**config.mk**
```make
export PLATFORM = sky130hd
export DESIGN_NAME = drfc_smul
export DESIGN_NICKNAME = d
export VERILOG_FILES = /design/src/rtl/drfc_smul.sv
export SDC_FILE = /design/constraint.sdc
export NUM_CORES = 1
export LEC_CHECK = 0
export ABC_AREA = 1
export BUFFER_PORTS_ARGS = -buffer_cell sky130_fd_sc_hd__buf_2
export CORE_UTILIZATION = 30
export DETAILED_ROUTE_END_ITERATION = 12
export GPL_TIMING_DRIVEN = 0
export PLACE_DENSITY = 0.56
export SLEW_MARGIN = 10
export SYNTH_ARGS = -nofsm -noshare
export SYNTH_HDL_FRONTEND = slang
export SYNTH_SLANG_ARGS = --single-unit
```
**constraint.sdc**
```tcl
create_clock -name vclk -period 7.75
set_input_delay 0.3875 -clock vclk [all_inputs]
set_output_delay 0.3875 -clock vclk [all_outputs]
set_load 0.005 [all_outputs]
```
**src/rtl/drfc_smul.sv**
```systemverilog
module drfc_smul #(
    parameter int unsigned W = 8
) (
    input  logic signed [W:0]       x,
    input  logic signed [W:0]       y,
    output logic signed [2*W+1:0]   prod
);
    localparam int unsigned PW = 2 * W + 2;

    logic signed [PW-1:0] x_wide;
    logic signed [PW-1:0] y_wide;

    // Sign-extend both operands to the product width so that the product
    // keeps every bit.
    assign x_wide = {{(PW-W-1){x[W]}}, x};
    assign y_wide = {{(PW-W-1){y[W]}}, y};
    assign prod   = x_wide * y_wide;
endmodule

```
; Word-level counts from Yosys, hierarchy flattened
; Cells that the tools add are included.
[word_totals]
reg_bits = 0
inputBits = 18
[classes]
mul = 1
[op_table]
columns = op, count
row1 = $mul 9x9->18, 1

; Depth between registers and ports, before layout
; Gate-level depths: netlist of run 1.
[depth]
ltp_word = 1
depth_mapped = 21
depth_no_buf = 20

; Least setup slack after synthesis of run 1
; OpenSTA, ideal clock, no wires.
[synth_timing]
kind = input -> output
from = input y[0]
to = output prod[17]
arrival_time_ps = 4303
required_time_ps = 7363
path_slack_ps = 3060
stages = 16
n_path_buf = 1
path_cell_list = clkbuf_1 -> nand2_1 -> fa_1 -> fa_1 -> fa_1 -> fa_1 -> inv_1 -> ha_1 -> ha_1 -> nand2_1 -> nand2_1 -> inv_1 -> o21a_1 -> nand3_1 -> nand3_1 -> nand2_1
[synth_via]
elab_chain_len = 1
[synth_rtl]
columns = item, line
row1 = "start, declared", 5  ; input logic signed [W:0] y,
row2 = $mul 9x9->18, 17  ; assign prod = x_wide * y_wide;
row3 = "end, declared", 6  ; output logic signed [2*W+1:0] prod
; No other way between the ends.

; Worst setup path in the final report of run 1
; Same ends and word-level chain as after synthesis.

==> impl_metrics.env, run 1 <==
export IMPL_num_nets_final=585
export IMPL_start_util_pct=31.0
export IMPL_drive_gt1_share_pct=5.69
export IMPL_dr_pass1_iters=5
export IMPL_hold_class="in -> out"
export IMPL_cts_setup_buffers=0
export IMPL_n_antenna_cell=0
export IMPL_synth_area_sq_mm=0.00322
export IMPL_die_area_sq_mm=0.0111
export IMPL_dp_cells=593
export IMPL_cp_arrival_ns=4.79
export IMPL_hpwl_mm=5.78
export IMPL_stdcell_count=593
export IMPL_port_buffers=19
export IMPL_grt_ovfl_total=0
export IMPL_setup_viol=0
export IMPL_io_pins=36
export IMPL_worstMarginPinSlew_ns=0.486
export IMPL_grt_pass1_wl_mm=11.3
export IMPL_yosys_warnings=0
export IMPL_cts_hold_buffers=0
export IMPL_grt_setup_unrepaired="false"
export IMPL_power_density_mw_per_mm2=383
export IMPL_core_area_sq_mm=0.0104
export IMPL_yosysUniqueCellTypes=18
export IMPL_wl_per_cell_um=10.7
export IMPL_slew_viol_final=0
export IMPL_cts_resized=0
export IMPL_fmaxAchievable_mhz=193
export IMPL_ys_top_cells_by_area="fa_1 (44%), inv_1 (15%), ha_1 (15%), nand2_1 (14%), nor2_1 (2.1%)"
export IMPL_layout_setup_ws_ns=2.57
export IMPL_crit_path_start_kind="primary input"
export IMPL_drt_initial_drc_count=106
export IMPL_gp_congestion=0.796
export IMPL_path_max_fanout=9
export IMPL_vias=2540
export IMPL_dp_slack_ns=2.53
export IMPL_peakVddDrop_mv=0.228
export IMPL_yosysSeqAreaShare_pct=0
export IMPL_vias_per_cell=4.28
export IMPL_die_y_um=106
export IMPL_synth_largest_area_cell="fa_1"
export IMPL_grt_pass1_vias=2540
export IMPL_seq_cells=0
export IMPL_antenna_found_initial=0
export IMPL_synthesis_nets=564
export IMPL_yosysTopAreaCellShare_pct=43.6
export IMPL_whs_path_depth=4
export IMPL_holdPathEnd="prod[0]"
export IMPL_drv_cap=0
export IMPL_syn_inst=438
export IMPL_ant_nets=0
export IMPL_fin_setup_tns_ns=0
export IMPL_crit_path_end_kind="output pin"
export IMPL_num_rows=37
export IMPL_die_x_um=106
export IMPL_finalHoldViolCount=0
export IMPL_seqCellArea_sq_um=0
export IMPL_drc_errors=0
export IMPL_wl_mm=6.34
export IMPL_min_period_over_period_pct=66.8
export IMPL_hold_start="x[0]"
export IMPL_postSynthAreaPerCell_sq_um=7.34
export IMPL_n_clock_buffer=0
export IMPL_grt_total_usage_pct=12.1
export IMPL_synthToLayoutAreaGrowth_pct=8.25
export IMPL_leakage_nw=2.17
export IMPL_slew_limit_headroom_pct=67.6
export IMPL_layout_common_cells="inv_1 (132), nand2_1 (122), fa_1 (70)"
export IMPL_path_class="in -> out"
export IMPL_fin_crit_ns=5.18
export IMPL_grt_max_degree=10
export IMPL_required_ns=7.36
export IMPL_status="complete, no violations"
export IMPL_final_common_cell="inv_1"
[routing by layer]
layer,share of wire (%),GRT usage (%)
met1,46,17.0
met2,51,21.6
met3,3.1,0.495
met4,0.33,0.496
met5,0,0
[synthesized netlist by cell type (2+ instances only)]
library cell and number:
fa_1 70, clkbuf_1 17, o21a_1 2, xor2_1 5, nand2_2 4, a21oi_1 6
nand3_1 11, o21ai_0 3, inv_1 132, ha_1 38, nand2_1 122, nor3_1 2
nor2_1 18, or2_2 2, xnor2_1 3
[worst max-delay path, stage by stage]
cell      delay [ns]
clkbuf_1        0.31
nand2_1         0.20
fa_1            0.76
fa_1            0.60
fa_1            0.54
fa_1            0.54
inv_1           0.04
ha_1            0.29
ha_1            0.36
nand2_1         0.07
nand2_1         0.06
inv_1           0.06
o21a_1          0.16
nand3_1         0.13
inv_1           0.05
nand2_1         0.06
nand2_1         0.04
buf_2           0.12
[logic make-up (layout without fill, tap and decap cells)]
kind of cell / after synthesis / after routing / share of synthesized area [%]
xor gates and xnor gates: 8 / 8 / 2.18
and+or+nand+nor: 160 / 160 / 19.7
adders and majority gates: 108 / 108 / 58.3
AOI/OAI and AO/OA: 13 / 13 / 2.37
buffers and inverters: 149 / 168 / 17.4
[power by group]
part	internal [mW]	total (mW)	switching, mW
logic	0.572	1.33	0.761
clock network	0	0	0
registers	0	0	0
[how the worst max path moves through the flow]
stage / start / end / slack [ns] / cells after the start
floorplan: y[0] / prod[17] / 3.06 / 16
global placement: x[8] / prod[17] / 2.55 / 18
finish: y[0] / prod[17] / 2.57 / 18
global route: y[0] / prod[17] / 2.19 / 17
CTS: x[8] / prod[17] / 2.51 / 18
detailed placement: x[8] / prod[17] / 2.53 / 18
[metrics by stage]
step           power (mW)  hold WS, ns  cell area (sq um)  utilization, %
2_1_floorplan       0.955         1.04               3220               -
3_3_place_gp         1.35         1.23               3480            33.6
3_5_place_dp         1.35         1.24               3480            33.6
4_1_cts              1.37         1.24               3480            33.6
5_1_grt              1.57         1.30               3480            33.6
6_report             1.33         1.22               3480            33.6
[final cells by class]
type / instances / area [sq um]
well taps: 136 / 170
repair buffers: 19 / 95.1
fillers: 1152 / 6890
plain buffers: 17 / 63.8
multi-input cells: 289 / 2660
inverters: 132 / 495
Note: power is estimated with default switching activity, not from simulation.
==> run 2: changes to the inputs <==
- ABC_AREA: 1 -> 0
- PLACE_DENSITY: 0.56 -> 0.57
- clock period: 7.75 -> 4.8 ns (I/O delays scaled with it)
==> run 2 against run 1 <==
Effect of this change: cell count fell by 16%; core utilization rose by 2.7 points; worst setup slack worse by 2.4 ns; combinational power increased by 97%; largest power group unchanged; count of clock-buffer cells in the layout is the same; via count is 12% lower; wire length down 7.1%; synthesized area shrank 5.3%.
==> impl_metrics.env, run 2 <==
export IMPL_gp_congestion=0.818
export IMPL_yosys_warnings=0
export IMPL_layout_setup_ws_ns=0.179
export IMPL_die_area_sq_mm=0.0106
export IMPL_synth_largest_area_cell="fa_1"
export IMPL_slew_limit_headroom_pct=81.6
export IMPL_path_class="in -> out"
export IMPL_fmaxAchievable_mhz=216
export IMPL_drc_errors=0
export IMPL_dp_slack_ns=-0.380
export IMPL_core_area_sq_mm=0.00982
export IMPL_vias=2244
export IMPL_synth_area_sq_mm=0.00305
export IMPL_power_mw=2.62
export IMPL_drt_initial_drc_count=71
export IMPL_critPathCapture="prod[16]"
export IMPL_grt_pass1_vias=2126
export IMPL_grt_max_degree=11
export IMPL_crit_path_max_incr_delay_ns=0.59
export IMPL_wl_per_cell_um=11.9
export IMPL_slew_viol_final=0
export IMPL_num_rows=36
export IMPL_grt_total_usage_pct=11.1
export IMPL_syn_inst=329
export IMPL_start_util_pct=31.0
export IMPL_n_clock_buffer=0
export IMPL_n_antenna_cell=0
export IMPL_synth_common_cells="inv_1 (74), fa_1 (70), nand2_1 (41)"
export IMPL_crit_path_start_kind="primary input"
export IMPL_cp_top_family="adder cells"
export IMPL_cp_buffers_inverters=4
export IMPL_drive_gt1_share_pct=19.3
export IMPL_postSynthAreaPerCell_sq_um=9.26
export IMPL_worstMarginPinSlew_ns=0.275
export IMPL_antenna_found_initial=0
export IMPL_yosysUniqueCellTypes=31
export IMPL_wl_mm=5.89
export IMPL_layout_common_cells="inv_1 (72), fa_1 (67), nand2_1 (39)"
export IMPL_ant_nets=0
export IMPL_path_max_fanout=9
export IMPL_drv_cap=0
export IMPL_crit_path_frequent_cell="fa_1"
export IMPL_die_y_um=103
export IMPL_die_x_um=103
export IMPL_port_buffers=30
export IMPL_yosysSeqAreaShare_pct=0
export IMPL_leakage_nw=1.79
export IMPL_synthesis_nets=455
export IMPL_seqCellArea_sq_um=0
export IMPL_fin_crit_ns=4.62
export IMPL_setup_viol=0
export IMPL_vias_per_cell=4.52
export IMPL_ys_top_cells_by_area="fa_1 (46%), ha_1 (16%), inv_1 (9.1%), and2_1 (7.0%), nand2_1 (5.0%)"
export IMPL_startpoint="y[5]"
export IMPL_synth_most_common_cell="inv_1"
export IMPL_num_nets_final=491
export IMPL_peakVddDrop_mv=0.559
export IMPL_crit_cells=16
export IMPL_hpwl_mm=5.12
export IMPL_grt_pass1_wl_mm=9.54
export IMPL_io_pins=36
export IMPL_synthToLayoutAreaGrowth_pct=16.8
export IMPL_slowest_stage="fa_1"
export IMPL_cts_hold_buffers=0
export IMPL_yosysTopAreaCellShare_pct=46.0
export IMPL_power_density_mw_per_mm2=736
export IMPL_status="complete, no violations"
export IMPL_final_common_cell="inv_1"
export IMPL_required_ns=4.56
export IMPL_dr_pass1_iters=4
export IMPL_finalHoldViolCount=0
export IMPL_min_period_over_period_pct=96.3
export IMPL_crit_path_end_kind="output pin"
export IMPL_cp_arrival_ns=4.38
export IMPL_crit_chain="buf_2 -> and2_1 -> fa_1 -> inv_2 -> fa_1 -> fa_1 -> fa_1 -> inv_1 -> ha_1 -> ha_4 -> a21oi_2 -> xor2_1 -> or3_1 -> a31o_1 -> o221ai_1 -> buf_2"
export IMPL_hold_class="in -> out"
export IMPL_whs_path_depth=3
export IMPL_seq_cells=0
export IMPL_grt_ovfl_total=0
run 2: cell types whose count changed after synthesis, sizes merged, moves of 3 or more:
cell / change
and2: +34
nor2: -14
clkbuf: -11
or3: +3
nand3: -10
nand2: -85
o21ai: +4
xnor2: +11
nor2b: +6
inv: -58
nand2b: +3
run 2: cell type report:
class              instances  area (sq um)
repair buffers            34           188
fillers                 1060          6260
well taps                133           166
multi-input cells        249          2880
plain buffers              6          45.0
inverters                 74           278
run 2: how the worst min path moves through the flow:
| stage | endpoint | slack [ns] | from |
|---|---|---|---|
| final | prod[0] | 0.89 | y[0] |
| after global routing | prod[0] | 0.91 | x[0] |
| after CTS | prod[0] | 0.90 | x[0] |
| after detailed placement | prod[0] | 0.90 | x[0] |
| after global placement | prod[0] | 0.90 | x[0] |
| after floorplan | prod[0] | 0.59 | x[0] |
run 2: kinds of logic (layout without fill, tap and decap cells):
group                    after synthesis  in the layout  synth area share (%)
AO/OA/AOI/OAI                         30             30                  7.88
multiplexers                           1              1                 0.369
adder cells (fa/ha/maj)              108            108                  61.6
AND/OR/NAND/NOR                       92             92                  15.1
buffers and inverters                 80            114                  9.85
XOR/XNOR                              18             18                  5.17
run 2: worst min-delay path: stages:
cell      delay [ns]
clkbuf_4        0.17
and2_1          0.13
buf_2           0.10
run 2: per-stage QoR:
step	instance area (sq um)	instances	hold WS [ns]	utilization (%)	TNS, ns
2_1_floorplan	3050	329	0.590	-	0
3_3_place_gp	3360	492	0.898	34.3	-0.770
3_5_place_dp	3360	492	0.900	34.3	-0.922
4_1_cts	3400	495	0.899	34.7	0
5_1_grt	3560	496	0.913	36.3	-0.00829
6_report	3560	496	0.886	36.3	0
run 2: power breakdown:
part / total [mW] / switching, mW / internal (mW)
Sequential: 0 / 0 / 0
Clock: 0 / 0 / 0
Combinational: 2.62 / 1.28 / 1.34
run 2: layer usage:
layer  wire length [um]  vias up  global-route usage (%)
met2               3120       32                    19.9
met4                 14        0                   0.433
li1                   -     1064                       -
met3                 99        2                   0.136
met5                  0        -                       0
met1               2660     1146                    15.8
run 2: what timing repair did:
| action | in CTS | in global routing |
|---|---|---|
| buffers inserted | 3 | 1 |
| pin swaps | 2 | 18 |
| gates resized for setup | 11 | 36 |
| endpoints found under the setup margin | 6 | 5 |
